[config.mk]
export PLATFORM = sky130hd
export DESIGN_NAME = telecom_data_port
export DESIGN_NICKNAME = d
export VERILOG_FILES = /design/src/rtl/tdp_pkg.sv /design/src/rtl/tdp_fifo.sv /design/src/rtl/tdp_txfrm.sv /design/src/rtl/tdp_rxcap.sv /design/src/rtl/telecom_data_port.sv
export SDC_FILE = /design/constraint.sdc
export NUM_CORES = 1
export LEC_CHECK = 0
export ABC_AREA = 0
export ABC_CLOCK_PERIOD_IN_PS = 4100
export BUFFER_PORTS_ARGS = -buffer_cell sky130_fd_sc_hd__buf_2
export CAP_MARGIN = 20
export CORE_UTILIZATION = 25
export CTS_BUF_LIST = sky130_fd_sc_hd__clkbuf_2 sky130_fd_sc_hd__clkbuf_4 sky130_fd_sc_hd__clkbuf_8
export CTS_CLUSTER_DIAMETER = 120
export DETAILED_ROUTE_END_ITERATION = 10
export GPL_TIMING_DRIVEN = 0
export PLACE_DENSITY = 0.52
export SYNTH_ARGS = -nofsm -noshare
export SYNTH_HDL_FRONTEND = slang
export SYNTH_SLANG_ARGS = --single-unit
[constraint.sdc]
create_clock -name clk -period 4.1 [get_ports clk]
set_input_delay 0.205 -clock clk [delete_from_list [all_inputs] [get_ports clk]]
set_output_delay 0.205 -clock clk [all_outputs]
set_load 0.1 [all_outputs]
[src/rtl/tdp_pkg.sv]
package tdp_pkg;
  localparam int unsigned FRAME_BITS = 64;
  localparam int unsigned SLOT_BITS  = 16;
  localparam int unsigned SLOT_LSB   = 32;
  localparam int unsigned BUS_BITS   = 32;
  localparam int unsigned CNT_BITS   = $clog2(FRAME_BITS);

  typedef logic [SLOT_BITS-1:0]  slot_t;
  typedef logic [FRAME_BITS-1:0] frame_t;

  // Transmit entry: bits 15..2 of the bus word, low pair cleared
  function automatic slot_t tx_entry(input logic [BUS_BITS-1:0] w);
    return {w[SLOT_BITS-1:2], 2'b00};
  endfunction

  // Place a slot into an otherwise silent frame
  function automatic frame_t frame_of(input slot_t s);
    frame_t f;
    f = '0;
    f[SLOT_LSB +: SLOT_BITS] = s;
    return f;
  endfunction

  // Extract the received slot, left justified, low pair cleared
  function automatic slot_t slot_of(input frame_t f);
    return {f[SLOT_LSB+SLOT_BITS-1:SLOT_LSB+2], 2'b00};
  endfunction

  // Bus view of a receive entry: reserved half zero
  function automatic logic [BUS_BITS-1:0] bus_word(input slot_t s);
    return {{(BUS_BITS-SLOT_BITS){1'b0}}, s[SLOT_BITS-1:2], 2'b00};
  endfunction
endpackage

[src/rtl/tdp_fifo.sv]
module tdp_fifo #(
  parameter int unsigned W     = 16,
  parameter int unsigned DEPTH = 8,
  localparam int unsigned AW   = (DEPTH > 1) ? $clog2(DEPTH) : 1,
  localparam int unsigned CW   = $clog2(DEPTH + 1)
) (
  input  logic          clk,
  input  logic          rst_n,
  input  logic          flush,
  input  logic          push,
  input  logic [W-1:0]  din,
  input  logic          pop,
  output logic [W-1:0]  dout,
  output logic          full,
  output logic          empty,
  output logic [CW-1:0] level,
  output logic          drop
);
  logic [W-1:0]  mem [DEPTH];
  logic [AW-1:0] wp, rp;
  logic [CW-1:0] cnt;
  logic          do_push, do_pop;

  assign full    = (cnt == CW'(DEPTH));
  assign empty   = (cnt == '0);
  assign level   = cnt;
  assign do_pop  = pop && !empty && !flush;
  assign do_push = push && !flush && (!full || do_pop);
  assign drop    = push && !flush && !do_push;
  assign dout    = mem[rp];

  function automatic logic [AW-1:0] nxt(input logic [AW-1:0] p);
    return (p == AW'(DEPTH - 1)) ? '0 : p + 1'b1;
  endfunction

  always_ff @(posedge clk) begin
    if (do_push) mem[wp] <= din;
  end

  always_ff @(posedge clk) begin
    if (!rst_n || flush) begin
      wp  <= '0;
      rp  <= '0;
      cnt <= '0;
    end else begin
      if (do_push) wp <= nxt(wp);
      if (do_pop)  rp <= nxt(rp);
      case ({do_push, do_pop})
        2'b10:   cnt <= cnt + 1'b1;
        2'b01:   cnt <= cnt - 1'b1;
        default: cnt <= cnt;
      endcase
    end
  end

  AST_NO_OVERFLOW: assert property (@(posedge clk) disable iff (!rst_n) cnt <= CW'(DEPTH));
  AST_FLUSH_EMPTIES: assert property (@(posedge clk) disable iff (!rst_n) flush |=> empty);
  AST_DROP_ONLY_FULL: assert property (@(posedge clk) disable iff (!rst_n) drop |-> full);
endmodule

[src/rtl/tdp_txfrm.sv]
module tdp_txfrm
  import tdp_pkg::*;
(
  input  logic  clk,
  input  logic  rst_n,
  input  logic  en,
  input  logic  sync,
  input  logic  sub0,
  input  slot_t head,
  input  logic  empty,
  output logic  pop,
  output logic  slot_miss,
  output logic  sdo
);
  frame_t sh;
  slot_t  slot;
  logic   want;

  assign want      = sync && sub0 && en;
  assign pop       = want && !empty;
  assign slot_miss = want && empty;
  assign slot      = pop ? head : '0;
  assign sdo       = sh[FRAME_BITS-1];

  always_ff @(posedge clk) begin
    if (!rst_n)    sh <= '0;
    else if (sync) sh <= frame_of(slot);
    else           sh <= {sh[FRAME_BITS-2:0], 1'b0};
  end

  AST_SLOT_ONLY: assert property (@(posedge clk) disable iff (!rst_n)
    sync |=> (sh[FRAME_BITS-1:SLOT_LSB+SLOT_BITS] == '0) && (sh[SLOT_LSB-1:0] == '0));
  AST_SUB1_SILENT: assert property (@(posedge clk) disable iff (!rst_n)
    (sync && !sub0) |=> (sh == '0));
  AST_MISS_ZERO: assert property (@(posedge clk) disable iff (!rst_n)
    slot_miss |=> (sh == '0));
endmodule

[src/rtl/tdp_rxcap.sv]
module tdp_rxcap
  import tdp_pkg::*;
(
  input  logic  clk,
  input  logic  rst_n,
  input  logic  en,
  input  logic  sync,
  input  logic  sub0,
  input  logic  sdi,
  output logic  push,
  output slot_t slot
);
  frame_t              sh;
  frame_t              sh_nx;
  logic [CNT_BITS-1:0] cnt;
  logic                active, is_sub0, last;

  assign sh_nx = {sh[FRAME_BITS-2:0], sdi};
  assign last  = active && (cnt == CNT_BITS'(FRAME_BITS - 1));
  assign push  = last && is_sub0 && en;
  assign slot  = slot_of(sh_nx);

  always_ff @(posedge clk) begin
    if (!rst_n) begin
      sh      <= '0;
      cnt     <= '0;
      active  <= 1'b0;
      is_sub0 <= 1'b0;
    end else if (sync) begin
      cnt     <= '0;
      active  <= 1'b1;
      is_sub0 <= sub0;
    end else if (active) begin
      sh <= sh_nx;
      if (last) active <= 1'b0;
      else      cnt    <= cnt + 1'b1;
    end
  end

  AST_IDLE_HOLDS: assert property (@(posedge clk) disable iff (!rst_n)
    (!active && !sync) |=> $stable(sh));
  AST_PUSH_ENDS: assert property (@(posedge clk) disable iff (!rst_n)
    (push && !sync) |=> !active);
endmodule

[src/rtl/telecom_data_port.sv]
module telecom_data_port
  import tdp_pkg::*;
#(
  parameter int unsigned DEPTH = 8,
  localparam int unsigned CW   = $clog2(DEPTH + 1)
) (
  input  logic          clk,
  input  logic          rst_n,
  input  logic          port_en,
  input  logic          wr_en,
  input  logic          rd_en,
  input  logic [31:0]   wdata,
  output logic [31:0]   rdata,
  input  logic          frm_sync,
  input  logic          frm_sub0,
  input  logic          sdi,
  output logic          sdo,
  output logic          tx_full,
  output logic          tx_empty,
  output logic [CW-1:0] tx_level,
  output logic          rx_full,
  output logic          rx_empty,
  output logic [CW-1:0] rx_level,
  output logic          tx_ovr,
  output logic          tx_urun,
  output logic          rx_ovr,
  output logic          rx_urun
);
  // named internal events
  logic  flush;
  logic  tx_wr_drop, tx_slot_miss, tx_pop;
  logic  rx_cap_push, rx_cap_drop, rx_rd_empty, rx_pop;
  slot_t tx_head, rx_head, rx_cap_slot;

  assign flush       = !port_en;
  assign rx_pop      = rd_en && port_en;
  assign rx_rd_empty = rx_pop && rx_empty;

  tdp_fifo #(.W(SLOT_BITS), .DEPTH(DEPTH)) u_txq (
    .clk(clk), .rst_n(rst_n), .flush(flush),
    .push(wr_en), .din(tx_entry(wdata)), .pop(tx_pop),
    .dout(tx_head), .full(tx_full), .empty(tx_empty),
    .level(tx_level), .drop(tx_wr_drop)
  );

  tdp_fifo #(.W(SLOT_BITS), .DEPTH(DEPTH)) u_rxq (
    .clk(clk), .rst_n(rst_n), .flush(flush),
    .push(rx_cap_push), .din(rx_cap_slot), .pop(rx_pop),
    .dout(rx_head), .full(rx_full), .empty(rx_empty),
    .level(rx_level), .drop(rx_cap_drop)
  );

  tdp_txfrm u_tx (
    .clk(clk), .rst_n(rst_n), .en(port_en),
    .sync(frm_sync), .sub0(frm_sub0),
    .head(tx_head), .empty(tx_empty),
    .pop(tx_pop), .slot_miss(tx_slot_miss), .sdo(sdo)
  );

  tdp_rxcap u_rx (
    .clk(clk), .rst_n(rst_n), .en(port_en),
    .sync(frm_sync), .sub0(frm_sub0), .sdi(sdi),
    .push(rx_cap_push), .slot(rx_cap_slot)
  );

  always_ff @(posedge clk) begin
    if (!rst_n)      rdata <= '0;
    else if (rd_en)  rdata <= (port_en && !rx_empty) ? bus_word(rx_head) : '0;
  end

  always_ff @(posedge clk) begin
    if (!rst_n || flush) begin
      tx_ovr  <= 1'b0;
      tx_urun <= 1'b0;
      rx_ovr  <= 1'b0;
      rx_urun <= 1'b0;
    end else begin
      tx_ovr  <= tx_ovr  | tx_wr_drop;
      tx_urun <= tx_urun | tx_slot_miss;
      rx_ovr  <= rx_ovr  | rx_cap_drop;
      rx_urun <= rx_urun | rx_rd_empty;
    end
  end

  AST_RDATA_CLEAN: assert property (@(posedge clk) disable iff (!rst_n)
    (rdata[31:16] == '0) && (rdata[1:0] == 2'b00));
  AST_TX_OVR_STICKY: assert property (@(posedge clk) disable iff (!rst_n)
    (tx_ovr && port_en) |=> (tx_ovr || !port_en));
  AST_RX_OVR_ON_DROP: assert property (@(posedge clk) disable iff (!rst_n)
    (rx_cap_drop && port_en) |=> (rx_ovr || !port_en));
  AST_URUN_ON_EMPTY_READ: assert property (@(posedge clk) disable iff (!rst_n)
    rx_rd_empty |=> (rx_urun && rdata == '0) || !port_en);
  AST_TX_MISS_FLAG: assert property (@(posedge clk) disable iff (!rst_n)
    tx_slot_miss |=> (tx_urun || !port_en));
  AST_DISABLED_EMPTY: assert property (@(posedge clk) disable iff (!rst_n)
    !port_en |=> (tx_empty && rx_empty && !tx_ovr && !rx_ovr && !tx_urun && !rx_urun));
  AST_RX_ENTRY_LOW_ZERO: assert property (@(posedge clk) disable iff (!rst_n)
    !rx_empty |-> (rx_head[1:0] == 2'b00));
endmodule

==> metrics.yaml <==
core_um2: 52700
routed_wl_um: 27800
die_y_um: 233
drive_above_1_share_pct: 25.3
yosys-top-cells-area: "edfxtp_1 50%, dfxtp_1 19%, mux4_2 9.4%, nand2_1 3.8%, mux2i_1 2.8%"
pin_count: 89
cts_inserted_buffers: 57
skew_ns: 0.0472
finalSetupViolations: 0
required_ns: 4.64
overflow: 0
critPathMaxStageDelay_ns: 0.43
clk_pin_slew_ns: 0.06
p_per_area_nw_per_um2: 450
ys.flop_type: "edfxtp_1"
yosysSeqAreaShare_pct: 69.7
synth_top_area_share_pct: 50.3
initial_core_util_pct: 25.4
routed_via_density: 4.21
drv_slew: 0
p_leak_uw: 0.00568
die_x_um: 233
hpwl_um: 18300
track_usage_pct: 10.5
worst-path-max-fanout: 10
placedInstanceArea_um2: 14900
avgSynthCellArea_um2: 15.2
place_congestion: 0.702
top_layer: "met4"
grt_pass1_vias: 7539
dr.pass1.iters: 4
num_vias: 7517
port_buffers: 51
ys_ff_latch: 353
fin_area_um2: 16400
die-area_um2: 54400
rr_startpoint: "u_txq.level[1]$_SDFFE_PP0P_"
drc: 0
yosysWarnings: 0
max_slew_margin_pct: 33.7
drtIter0Drc: 469
synth_area_um2: 13400
ff2ff_path_depth: 11
cts_tree: "done"
synth_cell_types: 46
cts_resized: 0
multiInputGateArea_um2: 3890
max-clock-path-buffers: 3
rsz0062_at_grt: "no"
yosysMostFrequentCell: "edfxtp_1"
timing.final.crit_share_pct: 68.8
wl_met1_um: 13100
grt_pass1_wl_um: 43600
clock_sinks: 353
drv_cap: 0
outcome: "finished, final reports clean"
routedWlPerCell_um: 15.6
synth_top_area_cell: "edfxtp_1"
antenna_found_initial: 1
final_nets: 1104
ant_nets: 0
htree_levels: 2
rows: 84
max_freq_ghz: 0.355
tightest_slew_ns: 0.994
area_delta_synth_final_pct: 22.4
holdCritStartpoint: "port_en"
seqCellArea_um2: 9310
wl_met2_um: 12700
clk_latency_ns: 0.65
cts_root_buf: "clkbuf_8"
worstSetupStartpoint: "u_txq.level[1]$_SDFFE_PP0P_"
hold_ws_ns: 0.157
critPathSlowestCell: "ha_1"
crit_arrival_ns: 3.36
startpoint_type: "register"
end_kind: "register"
min_path_type: "primary input to register"
wl_met3_um: 1370
ir_drop_mv: 0.212
final-hold-violation-count: 0
fin_crit_ns: 2.82
synth_edf_count: 224
nFillCells: 5204
synthTopCellsByCount: "224 x edfxtp_1, 137 x nand2_1, 129 x dfxtp_1"
crit_type: "register to register"
synthArstFlopShare_pct: 0
hold_depth: 3
crit_chain: "clkbuf_1, nor3_1, nand3_1, nand3_1, ha_1, xor2_1, ha_1, a21oi_1, xor2_1, or3_1, a21oi_1"
grt_max_degree: 17
syn_inst: 880
## critical path, delay by kind of cell (launching register included)
kind	cells	cell delay [ns]
XOR/XNOR	2	0.26
buffers and inverters	1	0.34
AND/OR/NAND/NOR	4	0.93
adder cells (fa/ha/maj)	2	0.62
flip-flops	1	0.33
AO/OA/AOI/OAI	2	0.27
## routing by layer
metal | global-route usage [%] | vias to the layer above
met5 | 0 | -
met4 | 3.55 | 0
met3 | 2.71 | 50
met2 | 16.1 | 153
met1 | 14.3 | 3729
li1 | - | 3585
## state kept, by name, summed over array words and instances, names as in the netlist, named ones only
signal / count
u_rxq.mem: 112
u_txq.rp: 3
u_rxq.wp: 3
rx_ovr: 1
u_rx.active: 1
u_txq.mem: 112
u_txq.wp: 3
rx_urun: 1
rdata: 14
u_rxq.level: 4
u_txq.level: 4
u_tx.sh: 30
tx_ovr: 1
u_rx.sh: 47
u_rx.is_sub0: 1
u_rx.cnt: 6
tx_urun: 1
u_rxq.rp: 3
## where the power goes
group | internal (µW) | switching, µW | total (µW)
logic | 63.3 | 171 | 234
registers | 3770 | 5.69 | 3770
clock network | 1950 | 1390 | 3350
## path summary, 6_finish.rpt
path / to / slack, ns
min reg2reg: u_tx.sh[54]$_SDFF_PP0_ / 0.39
max reg2reg: u_txq.level[2]$_SDFFE_PP0P_ / 1.28
min: u_rxq.level[1]$_SDFFE_PP0P_ / 0.16
max: u_txq.level[2]$_SDFFE_PP0P_ / 1.28
## logic make-up after synthesis
group | count (synthesis) | synth area share, %
DFF | 353 | 69.7
and+or+nand+nor | 239 | 8.35
AOI/OAI and AO/OA | 101 | 5.00
muxes | 95 | 12.5
buffers and inverters | 67 | 2.45
adders and majority gates | 15 | 1.46
xor gates and xnor gates | 9 | 0.590
other | 1 | 0.0281
## cell usage in the layout, fill, tap and decap left out, types with 4 or more instances in the layout
cell           synthesis  final
a21oi_1               12     12
mux4_2                56     56
nand2_1              137    137
nor4b_2                0      4
a21boi_0              49     49
buf_2                  7     58
buf_4                 18     30
dlygate4sd3_1          0     20
inv_1                  5      5
mux2i_1               38     38
buf_6                  0      7
nor3_1                 9      5
o21ai_0               30     30
edfxtp_1             224    224
xnor2_1                4      4
ha_1                  14     14
nor3_2                 0      4
bufinv_16              0      4
nand3_1                5      5
clkbuf_4               0     23
buf_1                  5      5
nor2b_1                4      4
clkbuf_1              32     32
clkbuf_8               0     67
or3_1                  4      4
and2_1                20     20
clkinv_1               0      8
nor3b_2                1      5
dfxtp_1              129    129
conb_1                 1     18
xor2_1                 5      5
nor2_1                30     28
## layout make-up
type	count	area share, %
repair buffers	93	4.09
plain buffers	62	1.89
clock buffers	90	6.70
flip-flops and latches	353	56.9
diodes	1	0.0153
clock inverters	17	1.20
well taps	688	5.26
inverters	5	0.115
multi-input cells	477	23.8
## timing repair
item	4_1_cts	5_1_grt
hold endpoints to repair	121	0
hold buffers	20	0
buffers inserted	0	0
## per-stage QoR
stage          setup slack (ns)  cells  TNS, ns  total power [µW]  util (%)
2_1_floorplan             0.218    897        0              4010         -
3_3_place_gp             -0.946   1636   -54.18              4060      27.7
3_5_place_dp               1.31   1658        0              4070      28.2
4_1_cts                    1.29   1785        0              7470      31.0
5_1_grt                    1.06   1786        0              7640      31.1
6_report                   1.28   1786        0              7360      31.1
Note: power is estimated with default switching activity, not from simulation.
